$ cat config.mk
export PLATFORM = sky130hd
export DESIGN_NAME = sflash_mmap_rd
export DESIGN_NICKNAME = d
export VERILOG_FILES = /design/src/rtl/sfr_pkg.sv /design/src/rtl/sfr_shifter.sv /design/src/rtl/sfr_idle_timer.sv /design/src/rtl/sfr_gap_timer.sv /design/src/rtl/sflash_mmap_rd.sv
export SDC_FILE = /design/constraint.sdc
export NUM_CORES = 1
export LEC_CHECK = 0
export ABC_CLOCK_PERIOD_IN_PS = 4200
export CORE_MARGIN = 2
export CORE_UTILIZATION = 40
export DETAILED_ROUTE_END_ITERATION = 12
export GPL_ROUTABILITY_DRIVEN = 0
export PLACE_DENSITY_LB_ADDON = 0.1
export SYNTH_ARGS = -nofsm -noshare
export SYNTH_HDL_FRONTEND = slang
export SYNTH_HIERARCHICAL = 1
export SYNTH_SLANG_ARGS = --single-unit
$ cat constraint.sdc
create_clock -name clk -period 4.2 [get_ports clk]
set_input_delay 0.84 -clock clk [delete_from_list [all_inputs] [get_ports clk]]
set_output_delay 0.84 -clock clk [all_outputs]
set_load 0.02 [all_outputs]
$ cat src/rtl/sfr_pkg.sv
// Shared types for the serial flash read controller.
// Assumes single-lane framing with an 8-bit opcode.
package sfr_pkg;
    typedef enum logic [2:0] {
        ST_IDLE,  // chip select high, deselect time met
        ST_GAP,   // chip select high, deselect time running
        ST_CMD,   // shifting opcode and address
        ST_DATA,  // shifting one data byte
        ST_HOLD   // chip select held low between bytes
    } sfr_state_e;

    localparam logic [7:0] RD_OPCODE = 8'h03;
endpackage

$ cat src/rtl/sfr_shifter.sv
// Bit engine: shifts nbits out on MOSI (MSB first) while capturing MISO.
// Each bit takes two clocks: SCLK low then SCLK high. MISO is captured at
// the rising step, and done pulses once SCLK has returned low after the
// last bit. Assumes start is raised only while idle.
module sfr_shifter #(
    parameter int TX_W  = 32,
    parameter int RX_W  = 8,
    parameter int CNT_W = 6
) (
    input  logic              clk,
    input  logic              rst_n,
    input  logic              kill,
    input  logic              start,
    input  logic [TX_W-1:0]   load_tx,
    input  logic [CNT_W-1:0]  nbits,
    input  logic              miso,
    output logic              sclk,
    output logic              mosi,
    output logic              done,
    output logic [RX_W-1:0]   rx
);
    logic             busy;
    logic             ph;
    logic [CNT_W-1:0] cnt;
    logic [TX_W-1:0]  tx;

    assign mosi = tx[TX_W-1];

    // Purpose: step the serial clock and the shift registers one half-bit per clock.
    always_ff @(posedge clk) begin
        if (!rst_n) begin
            busy <= 1'b0;
            ph   <= 1'b0;
            sclk <= 1'b0;
            done <= 1'b0;
            cnt  <= '0;
            tx   <= '0;
            rx   <= '0;
        end else begin
            done <= 1'b0;
            if (kill) begin
                busy <= 1'b0;
                ph   <= 1'b0;
                sclk <= 1'b0;
            end else if (start) begin
                busy <= 1'b1;
                ph   <= 1'b0;
                sclk <= 1'b0;
                cnt  <= nbits;
                tx   <= load_tx;
            end else if (busy) begin
                if (!ph) begin
                    sclk <= 1'b1;
                    ph   <= 1'b1;
                    rx   <= {rx[RX_W-2:0], miso};
                    cnt  <= cnt - 1'b1;
                end else begin
                    sclk <= 1'b0;
                    ph   <= 1'b0;
                    tx   <= tx << 1;
                    if (cnt == '0) begin
                        busy <= 1'b0;
                        done <= 1'b1;
                    end
                end
            end
        end
    end

    // the data line never moves while the serial clock is high
    p_mosi_hold_r1: assert property (@(posedge clk) disable iff (!rst_n)
        sclk |-> $stable(mosi));
endmodule

$ cat src/rtl/sfr_idle_timer.sv
// Idle timeout counter: counts clocks while run is high and flags expiry
// in the cycle in which the count reaches limit. Clears whenever run drops.
module sfr_idle_timer #(
    parameter int CW = 16
) (
    input  logic          clk,
    input  logic          rst_n,
    input  logic          run,
    input  logic [CW-1:0] limit,
    output logic          expire
);
    logic [CW-1:0] cnt;

    assign expire = run && (({1'b0, cnt} + 1'b1) >= {1'b0, limit});

    // Purpose: count idle cycles, restarting whenever the hold period ends.
    always_ff @(posedge clk) begin
        if (!rst_n || !run)
            cnt <= '0;
        else if (!expire)
            cnt <= cnt + 1'b1;
    end
endmodule

$ cat src/rtl/sfr_gap_timer.sv
// Deselect timer: after restart, done rises once 2*(code+1) clocks have
// passed. Comes out of reset already done.
module sfr_gap_timer #(
    parameter int GAP_W = 3
) (
    input  logic             clk,
    input  logic             rst_n,
    input  logic             restart,
    input  logic [GAP_W-1:0] code,
    output logic             done
);
    localparam int CW = GAP_W + 2;
    logic [CW-1:0] cnt;
    logic [CW-1:0] target;

    assign target = ({2'b00, code} + 1'b1) << 1;
    assign done   = (cnt >= target);

    // Purpose: measure chip-select high time from the release edge.
    always_ff @(posedge clk) begin
        if (!rst_n)
            cnt <= '1;
        else if (restart)
            cnt <= '0;
        else if (!done)
            cnt <= cnt + 1'b1;
    end
endmodule

$ cat src/rtl/sflash_mmap_rd.sv
// Memory-mapped serial flash read controller (top).
// Turns byte reads into single-lane read frames. It keeps chip select low
// between sequential bytes and releases it on idle timeout, on a
// non-sequential address or on abort. Assumes rd_valid and rd_addr are held
// until rd_ready, and that the configuration inputs are stable during frames.
module sflash_mmap_rd
    import sfr_pkg::*;
#(
    parameter int ADDR_W = 24,
    parameter int DATA_W = 8,
    parameter int TO_W   = 16,
    parameter int GAP_W  = 3,
    parameter int SZ_W   = 5
) (
    input  logic              clk,
    input  logic              rst_n,
    input  logic              rd_valid,
    input  logic [ADDR_W-1:0] rd_addr,
    output logic              rd_ready,
    output logic [DATA_W-1:0] rd_data,
    output logic              rd_err,
    input  logic              mm_enter,
    input  logic              abort_req,
    output logic              abort_busy,
    output logic              mm_active,
    input  logic              to_en,
    input  logic [TO_W-1:0]   to_count,
    output logic              to_flag,
    input  logic              to_clr,
    input  logic [GAP_W-1:0]  cs_gap,
    input  logic [SZ_W-1:0]   size_code,
    output logic              spi_cs_n,
    output logic              spi_sclk,
    output logic              spi_mosi,
    input  logic              spi_miso
);
    localparam int CMD_W = 8 + ADDR_W;
    localparam int CNT_W = $clog2(CMD_W + 1);

    sfr_state_e        st;
    logic              mm_on;
    logic [ADDR_W-1:0] next_addr;
    logic              sh_start, sh_done;
    logic [CMD_W-1:0]  sh_load;
    logic [CNT_W-1:0]  sh_nbits;
    logic [DATA_W-1:0] sh_rx;
    logic              expire, gap_done, go_gap;
    logic              take, in_range;
    logic [SZ_W:0]     sz_shift;

    assign mm_active = mm_on;
    assign take      = rd_valid && !rd_ready;
    assign sz_shift  = {1'b0, size_code} + 1'b1;
    assign in_range  = ((rd_addr >> sz_shift) == '0);
    assign go_gap    = abort_req || ((st == ST_HOLD) &&
                       (expire || (take && in_range && (rd_addr != next_addr))));

    sfr_shifter #(.TX_W(CMD_W), .RX_W(DATA_W), .CNT_W(CNT_W)) u_shift (
        .clk(clk), .rst_n(rst_n), .kill(abort_req), .start(sh_start),
        .load_tx(sh_load), .nbits(sh_nbits), .miso(spi_miso),
        .sclk(spi_sclk), .mosi(spi_mosi), .done(sh_done), .rx(sh_rx));

    sfr_idle_timer #(.CW(TO_W)) u_idle (
        .clk(clk), .rst_n(rst_n), .run((st == ST_HOLD) && to_en),
        .limit(to_count), .expire(expire));

    sfr_gap_timer #(.GAP_W(GAP_W)) u_gap (
        .clk(clk), .rst_n(rst_n), .restart(go_gap), .code(cs_gap),
        .done(gap_done));

    // Purpose: decide when the bit engine starts and what it shifts.
    always_comb begin
        sh_start = 1'b0;
        sh_load  = '0;
        sh_nbits = CNT_W'(DATA_W);
        if (!abort_req) begin
            case (st)
                ST_IDLE: if (take && mm_on && in_range) begin
                    sh_start = 1'b1;
                    sh_load  = {RD_OPCODE, rd_addr};
                    sh_nbits = CNT_W'(CMD_W);
                end
                ST_CMD:  sh_start = sh_done;
                ST_HOLD: sh_start = take && in_range && !go_gap;
                default: sh_start = 1'b0;
            endcase
        end
    end

    // Purpose: frame sequencing, bus responses, mode and flag bookkeeping.
    always_ff @(posedge clk) begin
        if (!rst_n) begin
            st         <= ST_IDLE;
            mm_on      <= 1'b0;
            spi_cs_n   <= 1'b1;
            rd_ready   <= 1'b0;
            rd_err     <= 1'b0;
            rd_data    <= '0;
            next_addr  <= '0;
            to_flag    <= 1'b0;
            abort_busy <= 1'b0;
        end else begin
            rd_ready <= 1'b0;
            rd_err   <= 1'b0;
            if (to_clr)   to_flag <= 1'b0;
            if (mm_enter) mm_on   <= 1'b1;
            if (st == ST_HOLD && expire) to_flag <= 1'b1;
            if (abort_req) begin
                st         <= ST_GAP;
                spi_cs_n   <= 1'b1;
                mm_on      <= 1'b0;
                abort_busy <= 1'b1;
                if (st == ST_CMD || st == ST_DATA) begin
                    rd_ready <= 1'b1;
                    rd_err   <= 1'b1;
                    rd_data  <= '0;
                end
            end else begin
                case (st)
                    ST_IDLE: if (take) begin
                        if (mm_on && in_range) begin
                            spi_cs_n  <= 1'b0;
                            st        <= ST_CMD;
                            next_addr <= rd_addr + 1'b1;
                        end else begin
                            rd_ready <= 1'b1;
                            rd_err   <= 1'b1;
                            rd_data  <= '0;
                        end
                    end
                    ST_CMD:  if (sh_done) st <= ST_DATA;
                    ST_DATA: if (sh_done) begin
                        rd_ready <= 1'b1;
                        rd_data  <= sh_rx;
                        st       <= ST_HOLD;
                    end
                    ST_HOLD: if (go_gap) begin
                        spi_cs_n <= 1'b1;
                        st       <= ST_GAP;
                    end else if (take) begin
                        if (in_range) begin
                            st        <= ST_DATA;
                            next_addr <= next_addr + 1'b1;
                        end else begin
                            rd_ready <= 1'b1;
                            rd_err   <= 1'b1;
                            rd_data  <= '0;
                        end
                    end
                    ST_GAP: if (gap_done) begin
                        st         <= ST_IDLE;
                        abort_busy <= 1'b0;
                    end
                    default: st <= ST_IDLE;
                endcase
            end
        end
    end

    // Checker state: length of the current chip-select high run.
    logic [7:0]       hi_run;
    logic             seen_low;
    logic [GAP_W+1:0] gap_min;
    assign gap_min = ({2'b00, cs_gap} + 1'b1) << 1;

    // Purpose: track the chip-select high run for the deselect-time check.
    always_ff @(posedge clk) begin
        if (!rst_n) begin
            hi_run   <= '0;
            seen_low <= 1'b0;
        end else begin
            if (!spi_cs_n) seen_low <= 1'b1;
            if (!spi_cs_n)           hi_run <= '0;
            else if (hi_run != 8'hFF) hi_run <= hi_run + 1'b1;
        end
    end

    // completion is a single-cycle pulse
    p_ready_pulse_r2: assert property (@(posedge clk) disable iff (!rst_n)
        rd_ready |=> !rd_ready);
    // the serial clock only toggles inside a frame
    p_sclk_in_frame_r1: assert property (@(posedge clk) disable iff (!rst_n)
        spi_sclk |-> !spi_cs_n);
    // the timeout flag rises together with a released chip select
    p_flag_release_r5: assert property (@(posedge clk) disable iff (!rst_n)
        $rose(to_flag) |-> spi_cs_n);
    // a read colliding with expiry releases chip select rather than stalling
    p_collide_release_r6: assert property (@(posedge clk) disable iff (!rst_n)
        (st == ST_HOLD && expire && take && !abort_req) |=> (spi_cs_n && st == ST_GAP));
    // minimum chip-select high time between frames
    p_cs_high_time_r7: assert property (@(posedge clk) disable iff (!rst_n)
        ($fell(spi_cs_n) && seen_low) |-> (hi_run >= 8'(gap_min)));
    // abort releases the flash and leaves memory-mapped mode
    p_abort_release_r9: assert property (@(posedge clk) disable iff (!rst_n)
        abort_req |=> (spi_cs_n && abort_busy && !mm_active));
endmodule

==> flow_summary.yaml <==
outcome:
  status: "finished, final reports clean"
finish:
  drive_gt1_share_pct: 21.9
  final_util_pct: 54.6
  final_common_cell: "nand2_1"
  final_cell_mix: "nand2_1, buf_4, dfxtp_1, clkdlybuf4s50_1, a21oi_1"
  fillers: 1844
  diodes: 0
  nNetsFinal: 1230
  area_delta_synth_final_pct: 35.1
  final_cell_area_mm2: 0.0106
timing:
  holdWs_ns: 0.465
  grt_setup_unrepaired: "yes"
  finalHoldViolCount: 0
  slew_headroom_pct: 60.7
  fin_crit_ns: 4.20
  setup_viol: 0
  worst_pin_slew_ns: 0.583
  skew_ns: 0.0124
  final.period_utilization_pct: 99.9
  fmax_ghz: 0.238
  maxSlewViolCount: 0
critical_path:
  max_stage_delay_ns: 0.52
  crit_buf_inv: 1
  cp-end-kind: "flip-flop"
  worstSetupPathType: "flip-flop to flip-flop"
  path_delay_family: "simple AND/OR/NAND/NOR gates"
  critPathSlowestCell: "or4_4"
  r2r-start: "u_idle/cnt[0]$_SDFFE_PP0N_"
  worstPathCellList: "ha_4 > nand4_1 > nor2_2 > nand4_1 > xnor2_1 > ha_1 > nand4_1 > or4_4 > o21ai_4 > o21a_4 > nor3_4 > a22o_1 > nor3_1 > a31oi_1 > or3_4 > buf_4 > and2_1 > o31a_1"
  required_ns: 4.45
  cp-start-kind: "flip-flop"
  critPathMostFrequentCell: "nand4_1"
  rr_worst_depth: 18
  reg2reg_to: "next_addr[7]$_SDFFE_PN0P_"
  critPathMaxFanout: 7
  cp.arrival_ns: 4.45
  cp-startpoint: "u_idle/cnt[0]$_SDFFE_PP0N_"
  r2r_slack_ns: 0.003
yosys:
  avgSynthCellArea_um2: 8.01
  synth_cell_types: 85
  syn_inst: 976
  synthAdderAreaFrac_pct: 4.16
  synth_top_family_by_area: "simple AND/OR/NAND/NOR gates"
  ys_seq_elements: 111
  synth_mux_area_share_pct: 7.70
  async_flop_share_pct: 0
  synthesis.area_mm2: 0.00781
  synth-compound-area-share_pct: 21.9
  ys_seq_area_share_pct: 28.4
  synthSimpleGateAreaFrac_pct: 26.2
  yosys.area_share.xor_xnor_pct: 5.49
  synth_edf_count: 0
  synth_warnings: 6
  synth_ff_type: "dfxtp_1"
grt:
  grt_max_degree: 50
  grt_pass1_wl_um: 35300
  grt-ovfl-total: 0
  grt_pass1_vias: 6930
  grt_usage_pct: 21.4
  antenna_found_initial: 0
clock_tree:
  cts.sinks: 111
  cts_buffers: 9
  clk_latency_ns: 0.36
  cts_tree: "yes"
  ctsHtreeMaxLevel: 3
  hold_buffers: 0
  cts-root-buf: "clkbuf_16"
  path_clk_slew_ns: 0.09
  cts_buffer_depth: 2
hold_path:
  hold_path_end: "rd_data[1]$_SDFFE_PN0P_"
  holdPathStages: 2
  worstHoldStart: "rd_data[1]$_SDFFE_PN0P_"
  min_path_type: "flip-flop to flip-flop"
detailed_routing:
  via_per_inst: 5.42
  drtAntennaViolNets: 0
  drt-wirelength-per-cell_um: 16.3
  routed_wirelength_um: 23200
  drtPass1Iterations: 7
  vias: 7686
  drt_iter0_drc: 407
  drc_errors: 0
floorplanning:
  die_h_um: 144
  ios: 72
  rows: 51
  die_area_mm2: 0.0207
  die_width_um: 144
  start_util_pct: 40.4
  core_area_mm2: 0.0193
place:
  portBuffers: 71
  placed_cell_area_mm2: 0.00961
  hpwl_um: 16200
power_and_ir_drop:
  powerDensity_mw_per_mm2: 230
  p_leak_uw: 0.00442
  power_uw: 2420
  ir_drop_mv: 0.191
run:
  drv_cap: 0
worst max path at each step:
stage,end,cells after the start
after floorplan,next_addr[22]$_SDFFE_PN0P_,20
after global placement,u_shift/tx[6]$_SDFFE_PN0P_,15
after detailed placement,u_shift/rx[3]$_SDFFE_PN0P_,15
after CTS,next_addr[7]$_SDFFE_PN0P_,18
after global routing,next_addr[12]$_SDFFE_PN0P_,17
final,next_addr[7]$_SDFFE_PN0P_,18
timing repair:
item	in CTS	in global routing
resized for setup	5	69
pin swaps	3	28
setup buffers	3	18
gates cloned	0	10
endpoints found under the hold margin	0	0
setup endpoints to repair	51	74
final cells by class:
type / count / area (um2) / area share (%)
timing repair buffer: 220 / 2120 / 20.1
clock inverter: 6 / 62.6 / 0.593
multi-input combinational: 771 / 5450 / 51.7
inverter: 35 / 131 / 1.24
tap: 265 / 332 / 3.14
clock buffer: 9 / 225 / 2.13
sequential: 111 / 2230 / 21.1
per-layer routing:
metal  track usage [%]  part of all wire, %  up-vias
li1                  -                    -     3876
met3              2.33                  3.1       34
met1              27.9                   47     3605
met2              36.5                   48      171
met4              7.95                  2.5        0
met5                 0                    0        -
where the power goes:
group	total, uW	leakage (uW)	switching (uW)	internal [uW]
Combinational	464	0.00338	242	222
Sequential	1090	0.000899	21.1	1070
Clock	870	0.000142	452	418
registers in the layout, summed over array words and instances (netlist names):
signal and flops:
abort_busy 1, mm_active 1, next_addr 24, rd_data 8, rd_err 1, rd_ready 1, spi_cs_n 1, st 3
to_flag 1, u_gap/cnt 5, u_idle/cnt 16, u_shift/busy 1, u_shift/cnt 6, u_shift/done 1, u_shift/ph 1, u_shift/rx 8
u_shift/tx 32
cells by family (layout without fill, tap and decap cells):
kind of cell,Yosys count,count (layout)
flops,111,111
buf+inv,104,270
fa+ha+maj,26,26
xor+xnor,49,49
compound gates,233,233
mux,59,59
simple gates,393,393
other cells,1,11
worst min-delay path: stages (launching register included):
cell	delay (ns)
dfxtp_1	0.32
nand2_1	0.05
mux2i_1	0.05
synth_stat cells, types with 23 or more instances:
master	count	area [um2]
ha_1	26	325
mux2i_1	53	531
o211a_1	31	310
o21ai_0	25	125
nand3_1	35	175
xor2_1	23	201
dfxtp_1	111	2220
nor2_1	40	150
clkbuf_1	39	146
nand2_1	140	526
and2_1	32	200
xnor2_1	26	228
inv_1	33	124
a21oi_1	52	260
through the flow:
stage / cells / worst slack (ns) / setup TNS (ns)
2_1_floorplan: 986 / -0.00612 / -0.00612
3_3_place_gp: 1371 / -0.369 / -16.81
3_5_place_dp: 1371 / -0.499 / -21.63
4_1_cts: 1389 / 0.000832 / 0
5_1_grt: 1417 / -0.245 / -6.59
6_report: 1417 / 0.00323 / 0
No activity file was read; power rests on OpenSTA's default activity.
